File: src/rtl/intc_pkg.sv
package intc_pkg;
  typedef enum logic [2:0] {
    SEL_PEND  = 3'd0,
    SEL_EN    = 3'd1,
    SEL_SENSE = 3'd2,
    SEL_CTRL  = 3'd3,
    SEL_INSVC = 3'd4
  } reg_sel_e;
endpackage

File: src/rtl/intc_pick.sv
module intc_pick #(
  parameter int N     = 16,
  parameter int IDX_W = 4
) (
  input  logic [N-1:0]     req,
  output logic             found,
  output logic [IDX_W-1:0] idx
);
  always_comb begin
    found = 1'b0;
    idx   = '0;
    for (int i = N - 1; i >= 0; i--) begin
      if (req[i]) begin
        found = 1'b1;
        idx   = IDX_W'(i);
      end
    end
  end
endmodule

File: src/rtl/intc_latch.sv
module intc_latch #(
  parameter int           N          = 16,
  parameter int           PROG_BASE  = 1,
  parameter int           PROG_N     = 4,
  parameter logic [N-1:0] FIXED_EDGE = '1
) (
  input  logic              clk,
  input  logic              rst_n,
  input  logic [N-1:0]      raw,
  input  logic [PROG_N-1:0] prog_sense,
  input  logic              wr_en,
  input  logic [N-1:0]      wr_val,
  input  logic [N-1:0]      clr,
  output logic [N-1:0]      pend,
  output logic [N-1:0]      is_edge
);
  logic [N-1:0] prev;
  logic [N-1:0] evt;
  logic         past_ok;

  assign evt = raw & ~prev;

  for (genvar i = 0; i < N; i++) begin : g_src
    if (i >= PROG_BASE && i < PROG_BASE + PROG_N) begin : g_prog
      assign is_edge[i] = prog_sense[i-PROG_BASE];
    end else begin : g_fixed
      assign is_edge[i] = FIXED_EDGE[i];
    end

    always_ff @(posedge clk) begin
      if (!rst_n) begin
        prev[i] <= 1'b0;
        pend[i] <= 1'b0;
      end else begin
        prev[i] <= raw[i];
        if (is_edge[i]) begin
          if (evt[i])        pend[i] <= 1'b1;
          else if (clr[i])   pend[i] <= 1'b0;
          else if (wr_en)    pend[i] <= wr_val[i];
        end else begin
          pend[i] <= raw[i];
        end
      end
    end
  end

  always_ff @(posedge clk) begin
    if (!rst_n) past_ok <= 1'b0;
    else        past_ok <= 1'b1;
  end

  AST_LEVEL_TRACK: assert property (@(posedge clk) disable iff (!rst_n)
    past_ok |-> (((pend ^ $past(raw)) & ~$past(is_edge)) == '0));

  AST_EDGE_CLR: assert property (@(posedge clk) disable iff (!rst_n)
    past_ok |-> ((pend & $past(clr & is_edge & ~evt)) == '0));

  AST_EDGE_HOLD: assert property (@(posedge clk) disable iff (!rst_n)
    past_ok && !$past(wr_en) |-> ((~pend & $past(pend & is_edge & ~clr)) == '0));
endmodule

File: src/rtl/intc_regs.sv
module intc_regs
  import intc_pkg::*;
#(
  parameter int N      = 16,
  parameter int IDX_W  = 4,
  parameter int ADDR_W = 5,
  parameter int DATA_W = 32,
  parameter int VEC_W  = 32,
  parameter int PROG_N = 4
) (
  input  logic              clk,
  input  logic              rst_n,
  input  logic              wr,
  input  logic [ADDR_W-1:0] addr,
  input  logic [DATA_W-1:0] wdata,
  output logic [DATA_W-1:0] rdata,
  input  logic [N-1:0]      pend_in,
  input  logic [N-1:0]      insvc_in,
  output logic [N-1:0]      en_mask,
  output logic [PROG_N-1:0] sense,
  output logic              nest_en,
  output logic              pend_wr,
  output logic [N-1:0]      pend_wval,
  input  logic [IDX_W-1:0]  vec_sel,
  output logic [VEC_W-1:0]  vec_out
);
  logic [VEC_W-1:0] tab [N];
  logic             is_tab;
  logic [IDX_W-1:0] tab_idx;
  reg_sel_e         sel;

  assign is_tab  = addr[ADDR_W-1];
  assign tab_idx = addr[IDX_W-1:0];
  assign sel     = reg_sel_e'(addr[2:0]);

  assign pend_wr   = wr && !is_tab && (addr[ADDR_W-2:0] == (ADDR_W-1)'(SEL_PEND));
  assign pend_wval = wdata[N-1:0];
  assign vec_out   = tab[vec_sel];

  always_ff @(posedge clk) begin
    if (!rst_n) begin
      en_mask <= '0;
      sense   <= '0;
      nest_en <= 1'b1;
      for (int i = 0; i < N; i++) tab[i] <= '0;
    end else if (wr) begin
      if (is_tab) begin
        tab[tab_idx] <= wdata[VEC_W-1:0];
      end else if (addr[ADDR_W-2:3] == '0) begin
        case (sel)
          SEL_EN:    en_mask <= wdata[N-1:0];
          SEL_SENSE: sense   <= wdata[PROG_N-1:0];
          SEL_CTRL:  nest_en <= wdata[0];
          default:   ;
        endcase
      end
    end
  end

  always_comb begin
    rdata = '0;
    if (is_tab) begin
      rdata = DATA_W'(tab[tab_idx]);
    end else if (addr[ADDR_W-2:3] == '0) begin
      case (sel)
        SEL_PEND:  rdata = DATA_W'(pend_in);
        SEL_EN:    rdata = DATA_W'(en_mask);
        SEL_SENSE: rdata = DATA_W'(sense);
        SEL_CTRL:  rdata = DATA_W'(nest_en);
        SEL_INSVC: rdata = DATA_W'(insvc_in);
        default:   rdata = '0;
      endcase
    end
  end
endmodule

File: src/rtl/nest_intc.sv
module nest_intc #(
  parameter int                  NUM_SRC    = 16,
  parameter int                  VEC_W      = 32,
  parameter int                  DATA_W     = 32,
  parameter int                  PROG_BASE  = 1,
  parameter int                  PROG_N     = 4,
  parameter logic [NUM_SRC-1:0]  FIXED_EDGE = 16'h00E1,
  localparam int                 IDX_W      = $clog2(NUM_SRC),
  localparam int                 ADDR_W     = IDX_W + 1
) (
  input  logic               clk,
  input  logic               rst_n,
  input  logic               exc_req,
  input  logic [NUM_SRC-1:1] hw_irq,
  input  logic               cfg_wr,
  input  logic [ADDR_W-1:0]  cfg_addr,
  input  logic [DATA_W-1:0]  cfg_wdata,
  output logic [DATA_W-1:0]  cfg_rdata,
  output logic               irq_valid,
  input  logic               irq_ready,
  output logic [IDX_W-1:0]   irq_index,
  output logic [VEC_W-1:0]   irq_vector,
  output logic               irq_abort,
  input  logic               rti
);
  logic [NUM_SRC-1:0] raw, pend, is_edge, en_mask, pend_wval;
  logic [NUM_SRC-1:0] insvc, eligible, enabled, clr_vec, acc_oh, act_oh;
  logic [PROG_N-1:0]  sense;
  logic               nest_en, pend_wr;
  logic               act_any, cand_vld, accept;
  logic [IDX_W-1:0]   act_idx, cand_idx;
  logic               offer_vld;
  logic [IDX_W-1:0]   offer_idx;

  assign raw = {hw_irq, exc_req};

  intc_latch #(
    .N(NUM_SRC), .PROG_BASE(PROG_BASE), .PROG_N(PROG_N), .FIXED_EDGE(FIXED_EDGE)
  ) u_latch (
    .clk(clk), .rst_n(rst_n), .raw(raw), .prog_sense(sense),
    .wr_en(pend_wr), .wr_val(pend_wval), .clr(clr_vec),
    .pend(pend), .is_edge(is_edge)
  );

  intc_regs #(
    .N(NUM_SRC), .IDX_W(IDX_W), .ADDR_W(ADDR_W), .DATA_W(DATA_W),
    .VEC_W(VEC_W), .PROG_N(PROG_N)
  ) u_regs (
    .clk(clk), .rst_n(rst_n), .wr(cfg_wr), .addr(cfg_addr), .wdata(cfg_wdata),
    .rdata(cfg_rdata), .pend_in(pend), .insvc_in(insvc), .en_mask(en_mask),
    .sense(sense), .nest_en(nest_en), .pend_wr(pend_wr), .pend_wval(pend_wval),
    .vec_sel(offer_idx), .vec_out(irq_vector)
  );

  intc_pick #(.N(NUM_SRC), .IDX_W(IDX_W)) u_pick_act (
    .req(insvc), .found(act_any), .idx(act_idx)
  );

  always_comb begin
    for (int i = 0; i < NUM_SRC; i++) begin
      if (!act_any)     eligible[i] = 1'b1;
      else if (nest_en) eligible[i] = (IDX_W'(i) < act_idx);
      else              eligible[i] = (i == 0) && !insvc[0];
    end
  end

  assign enabled = pend & (en_mask | NUM_SRC'(1)) & eligible;

  intc_pick #(.N(NUM_SRC), .IDX_W(IDX_W)) u_pick_cand (
    .req(enabled), .found(cand_vld), .idx(cand_idx)
  );

  assign accept  = offer_vld && irq_ready;
  assign acc_oh  = accept ? (NUM_SRC'(1) << offer_idx) : '0;
  assign act_oh  = (rti && act_any) ? (NUM_SRC'(1) << act_idx) : '0;
  assign clr_vec = acc_oh;

  always_ff @(posedge clk) begin
    if (!rst_n) begin
      offer_vld <= 1'b0;
      offer_idx <= '0;
      insvc     <= '0;
    end else begin
      insvc <= (insvc & ~act_oh) | acc_oh;
      if (accept) begin
        offer_vld <= 1'b0;
      end else if (!offer_vld && cand_vld) begin
        offer_vld <= 1'b1;
        offer_idx <= cand_idx;
      end
    end
  end

  assign irq_valid = offer_vld;
  assign irq_index = offer_idx;
  assign irq_abort = offer_vld && (offer_idx == '0);

  AST_OFFER_HOLD: assert property (@(posedge clk) disable iff (!rst_n)
    irq_valid && !irq_ready |=> irq_valid && $stable(irq_index));

  AST_NEST_STRICT: assert property (@(posedge clk) disable iff (!rst_n)
    cand_vld && nest_en && act_any |-> cand_idx < act_idx);

  AST_FLAT_BLOCK: assert property (@(posedge clk) disable iff (!rst_n)
    cand_vld && !nest_en && act_any |-> cand_idx == '0 && !insvc[0]);

  AST_RTI_POP: assert property (@(posedge clk) disable iff (!rst_n)
    rti && !accept && act_any |=> $countones(insvc) == $past($countones(insvc)) - 1);

  AST_MASK_GATE: assert property (@(posedge clk) disable iff (!rst_n)
    cand_vld && cand_idx != '0 |-> en_mask[cand_idx]);

  AST_ACCEPT_SETS: assert property (@(posedge clk) disable iff (!rst_n)
    accept |=> insvc[$past(irq_index)]);
endmodule

File: config.mk
export PLATFORM = sky130hd
export DESIGN_NAME = nest_intc
export DESIGN_NICKNAME = d
export VERILOG_FILES = /design/src/rtl/intc_pkg.sv /design/src/rtl/intc_pick.sv /design/src/rtl/intc_latch.sv /design/src/rtl/intc_regs.sv /design/src/rtl/nest_intc.sv
export SDC_FILE = /design/constraint.sdc
export NUM_CORES = 1
export LEC_CHECK = 0
export BUFFER_PORTS_ARGS = -buffer_cell sky130_fd_sc_hd__buf_2
export CAP_MARGIN = 15
export CORE_MARGIN = 10
export CORE_UTILIZATION = 35
export DETAILED_ROUTE_END_ITERATION = 8
export GPL_TIMING_DRIVEN = 0
export PLACE_DENSITY_LB_ADDON = 0.3
export SLEW_MARGIN = 15
export SYNTH_ARGS = -nofsm -noshare
export SYNTH_HDL_FRONTEND = slang
export SYNTH_SLANG_ARGS = --single-unit
File: constraint.sdc
create_clock -name clk -period 14 [get_ports clk]
set_input_delay 4.2 -clock clk [delete_from_list [all_inputs] [get_ports clk]]
set_output_delay 4.2 -clock clk [all_outputs]
set_load 0.03 [all_outputs]
==> results by group <==
Run status
  • Status: complete, no violations

Detailed routing
  • Final wirelength: 107,000 um
  • TritonRoute pass-1 iters: 5
  • Post-route ant nets: 0
  • Routed len/inst: 30.5 um
  • Met1 Wirelength: 40,200 um
  • DR vias: 20,394
  • Top routing layer in use: met5
  • Met2 WL: 52,800 um
  • DRT iter0 DRCs: 2,486
  • Vias per cell: 5.82
  • WL met3: 9670 um
  • DRC viols: 0

Timing
  • RSZ-0062 raised after global routing: no
  • Period minus WS final: 12.27 ns
  • Rel. slew slack: 0.193
  • Clk_skew: 0.00875 ns
  • Final setup vio count: 0
  • Max Freq: 81.5 MHz
  • Max-slew violation count: 0
  • Final Hold Viols: 0
  • Slew @ Worst Pin: 1.21 ns
  • Setup TNS: 0 ns
  • Fin crit share: 0.877

Setup path
  • Reg-to-Reg End: irq_index[0]
  • FF-to-FF setup slack: 10.74 ns
  • CP Capture Type: output pin
  • CP startpoint kind: input port
  • R2R cell count: 8
  • Critical path origin: cfg_addr[0]
  • Worst EP required: 9.80 ns
  • Worst EP arrival: 8.07 ns
  • Crit path to: cfg_rdata[0]
  • Origin of the critical flop-to-flop path: insvc[10]
  • Crit path max fanout: 10
  • Kind of critical path: input port to output pin

Min path
  • Hold Path Origin: u_regs.en_mask[11]
  • Hold crit path type: flop to flop

Synth
  • Syn_nets: 2,144
  • Register area share after synthesis: 0.548
  • Area contributors post-synth: edfxtp_1 50%, mux4_2 24%, and2_1 11%
  • Cells after Synth: 2,086
  • Share of the synthesized area in the top cell type: 0.502
  • Post-synth ARST share: 0
  • Synth warn: 0
  • Mapped Area: 30,600 um^2
  • Post-synth EDFFs: 512
  • Yosys cell types: 58
  • Synth area leader: edfxtp_1
  • Top FF cell, synth: edfxtp_1
  • Synth Area per Inst: 14.7 um^2
  • Synth Register Bits: 582

Cells and area
  • Area occupied by registers: 16,800 um^2
  • Layout cell share with drive strength beyond 1: 0.262
  • Layout fillers: 8,041
  • Post-layout util: 0.410
  • Most common cell after layout, fill and taps aside: and2_1
  • Layout area overhead: 16.2%
  • Fin nets: 2,358
  • Commonest cells after routing, fill and taps aside: 546 x and2_1, 512 x edfxtp_1, 321 x mux4_2, 162 x clkbuf_1, 133 x buf_2
  • Ant. Diodes: 0
  • Footprint of the multi-input gates: 13,300 um^2

Placement
  • Placer congestion estimate: 0.889
  • Port Buf Inserts: 122
  • HPWL Detailed: 74,600 um

CTS
  • Clock latency on the worst-skew pair: 0.61 ns
  • CTS Buf Count: 66
  • Post-cts hold buffer count: 0
  • Clk root buf: clkbuf_16
  • Max Root-Sink Buffers: 3
  • Post-CTS Setup Inserts: 0
  • Clk sinks: 582
  • H-tree lvl count: 3
  • CTS resizes: 0
  • Clk slew on worst S/H paths: 0.05 ns
  • CTS tree: yes

Die
  • Die ar.: 99,700 um^2
  • Core footprint: 86,800 um^2
  • Row Count: 108
  • Die height: 316 um
  • Die X-Extent: 316 um
  • Initial Utilization: 0.353
  • I/O Pins: 128

Global routing
  • Global-route usage over all layers: 0.212
  • Total grt overflow: 0
  • First-pass GRT wire length: 152,000 um
  • Initial antenna violation count: 10
  • Largest net degree at the start of global routing: 33
  • Vias in the first global route: 21,462

Power and ir drop
  • PwrDens: 117 nW/um^2
  • Leakage: 11.9 nW
  • Worst IR Drop VDD: 0.0747 mV

Job
  • # Max-Cap Violations: 0
==> area by class of cell <==
type,count,area share
clock buffer,90,0.0510
tap,1155,0.0406
multi-input combinational,1309,0.373
buffer,187,0.0206
inverter,8,0.000844
timing repair buffer,146,0.0349
sequential,582,0.472
clock inverter,29,0.00767
==> synth_stat cells (3+ instances only) <==
| cell | n |
|---|---|
| mux4_2 | 321 |
| nand3_1 | 12 |
| a21oi_1 | 58 |
| a31o_2 | 3 |
| o211ai_1 | 3 |
| a221oi_1 | 6 |
| nand2_1 | 106 |
| clkbuf_1 | 150 |
| o21ai_0 | 57 |
| and3_1 | 4 |
| dfxtp_1 | 70 |
| buf_2 | 5 |
| or2_2 | 3 |
| a31oi_1 | 3 |
| nor2b_1 | 16 |
| nand4_1 | 4 |
| o32ai_1 | 4 |
| mux2_2 | 4 |
| o31ai_1 | 3 |
| nand2b_1 | 8 |
| nor3_1 | 11 |
| mux2i_1 | 24 |
| or4_1 | 5 |
| nor4_1 | 5 |
| edfxtp_1 | 512 |
| and2_1 | 546 |
| inv_1 | 7 |
| nor2_1 | 63 |
| a211oi_1 | 3 |
| o41ai_1 | 3 |
| buf_1 | 31 |
==> stage by stage <==
| stage | total power, W | hold WS [ns] | area [um^2] | std cells | worst slack, ns |
|---|---|---|---|---|---|
| 3_5_place_dp | 0.00249 | 0.460 | 33400 | 3386 | 1.89 |
| 3_3_place_gp | 0.00246 | 0.446 | 32700 | 3363 | 1.12 |
| 5_1_grt | 0.00429 | 0.504 | 35600 | 3506 | 1.49 |
| 2_1_floorplan | 0.00230 | 0.433 | 30600 | 2086 | 3.09 |
| 4_1_cts | 0.00419 | 0.474 | 35500 | 3505 | 1.87 |
| 6_report | 0.00418 | 0.477 | 35600 | 3506 | 1.73 |
==> cells by family after synthesis <==
group	share of synthesized area
simple gates	0.148
flops	0.548
mux	0.246
buf+inv	0.0242
compound gates	0.0339
==> per-layer routing <==
layer	vias up	track usage
li1	8431	-
met1	10619	0.260
met2	1103	0.358
met3	233	0.0545
met4	8	0.0824
met5	-	0
==> critical path, stage by stage <==
cell	delay, ns
clkbuf_1	0.49
buf_2	0.33
buf_1	0.85
buf_2	0.47
mux4_2	0.34
nor2b_1	0.14
a31oi_1	0.49
o21ai_0	0.43
buf_2	0.30
==> state kept, by name, indices dropped and copies added (netlist names), 4 cells and up, named ones only <==
signal / count
irq_index: 4
u_latch.prev: 8
u_latch.pend: 16
u_regs.en_mask: 16
u_regs.sense: 4
insvc: 16
u_regs.tab: 512
==> report_power, final <==
| part | total [W] | switching, W | internal (W) |
|---|---|---|---|
| registers | 0.00202 | 0.0000436 | 0.00197 |
| logic | 0.000437 | 0.000255 | 0.000182 |
| clock network | 0.00172 | 0.000735 | 0.000988 |
==> worst min-delay path by stage <==
stage                                     to  slack, ns  cells past startpoint
final                     u_regs.en_mask[11]       0.48                      2
after global routing      u_regs.en_mask[11]       0.50                      2
after CTS                  u_regs.en_mask[0]       0.47                      2
after detailed placement   u_regs.en_mask[0]       0.46                      2
after global placement     u_regs.en_mask[0]       0.45                      2
after floorplan            u_regs.en_mask[0]       0.43                      2
Note: power is estimated with default switching activity, not from simulation.
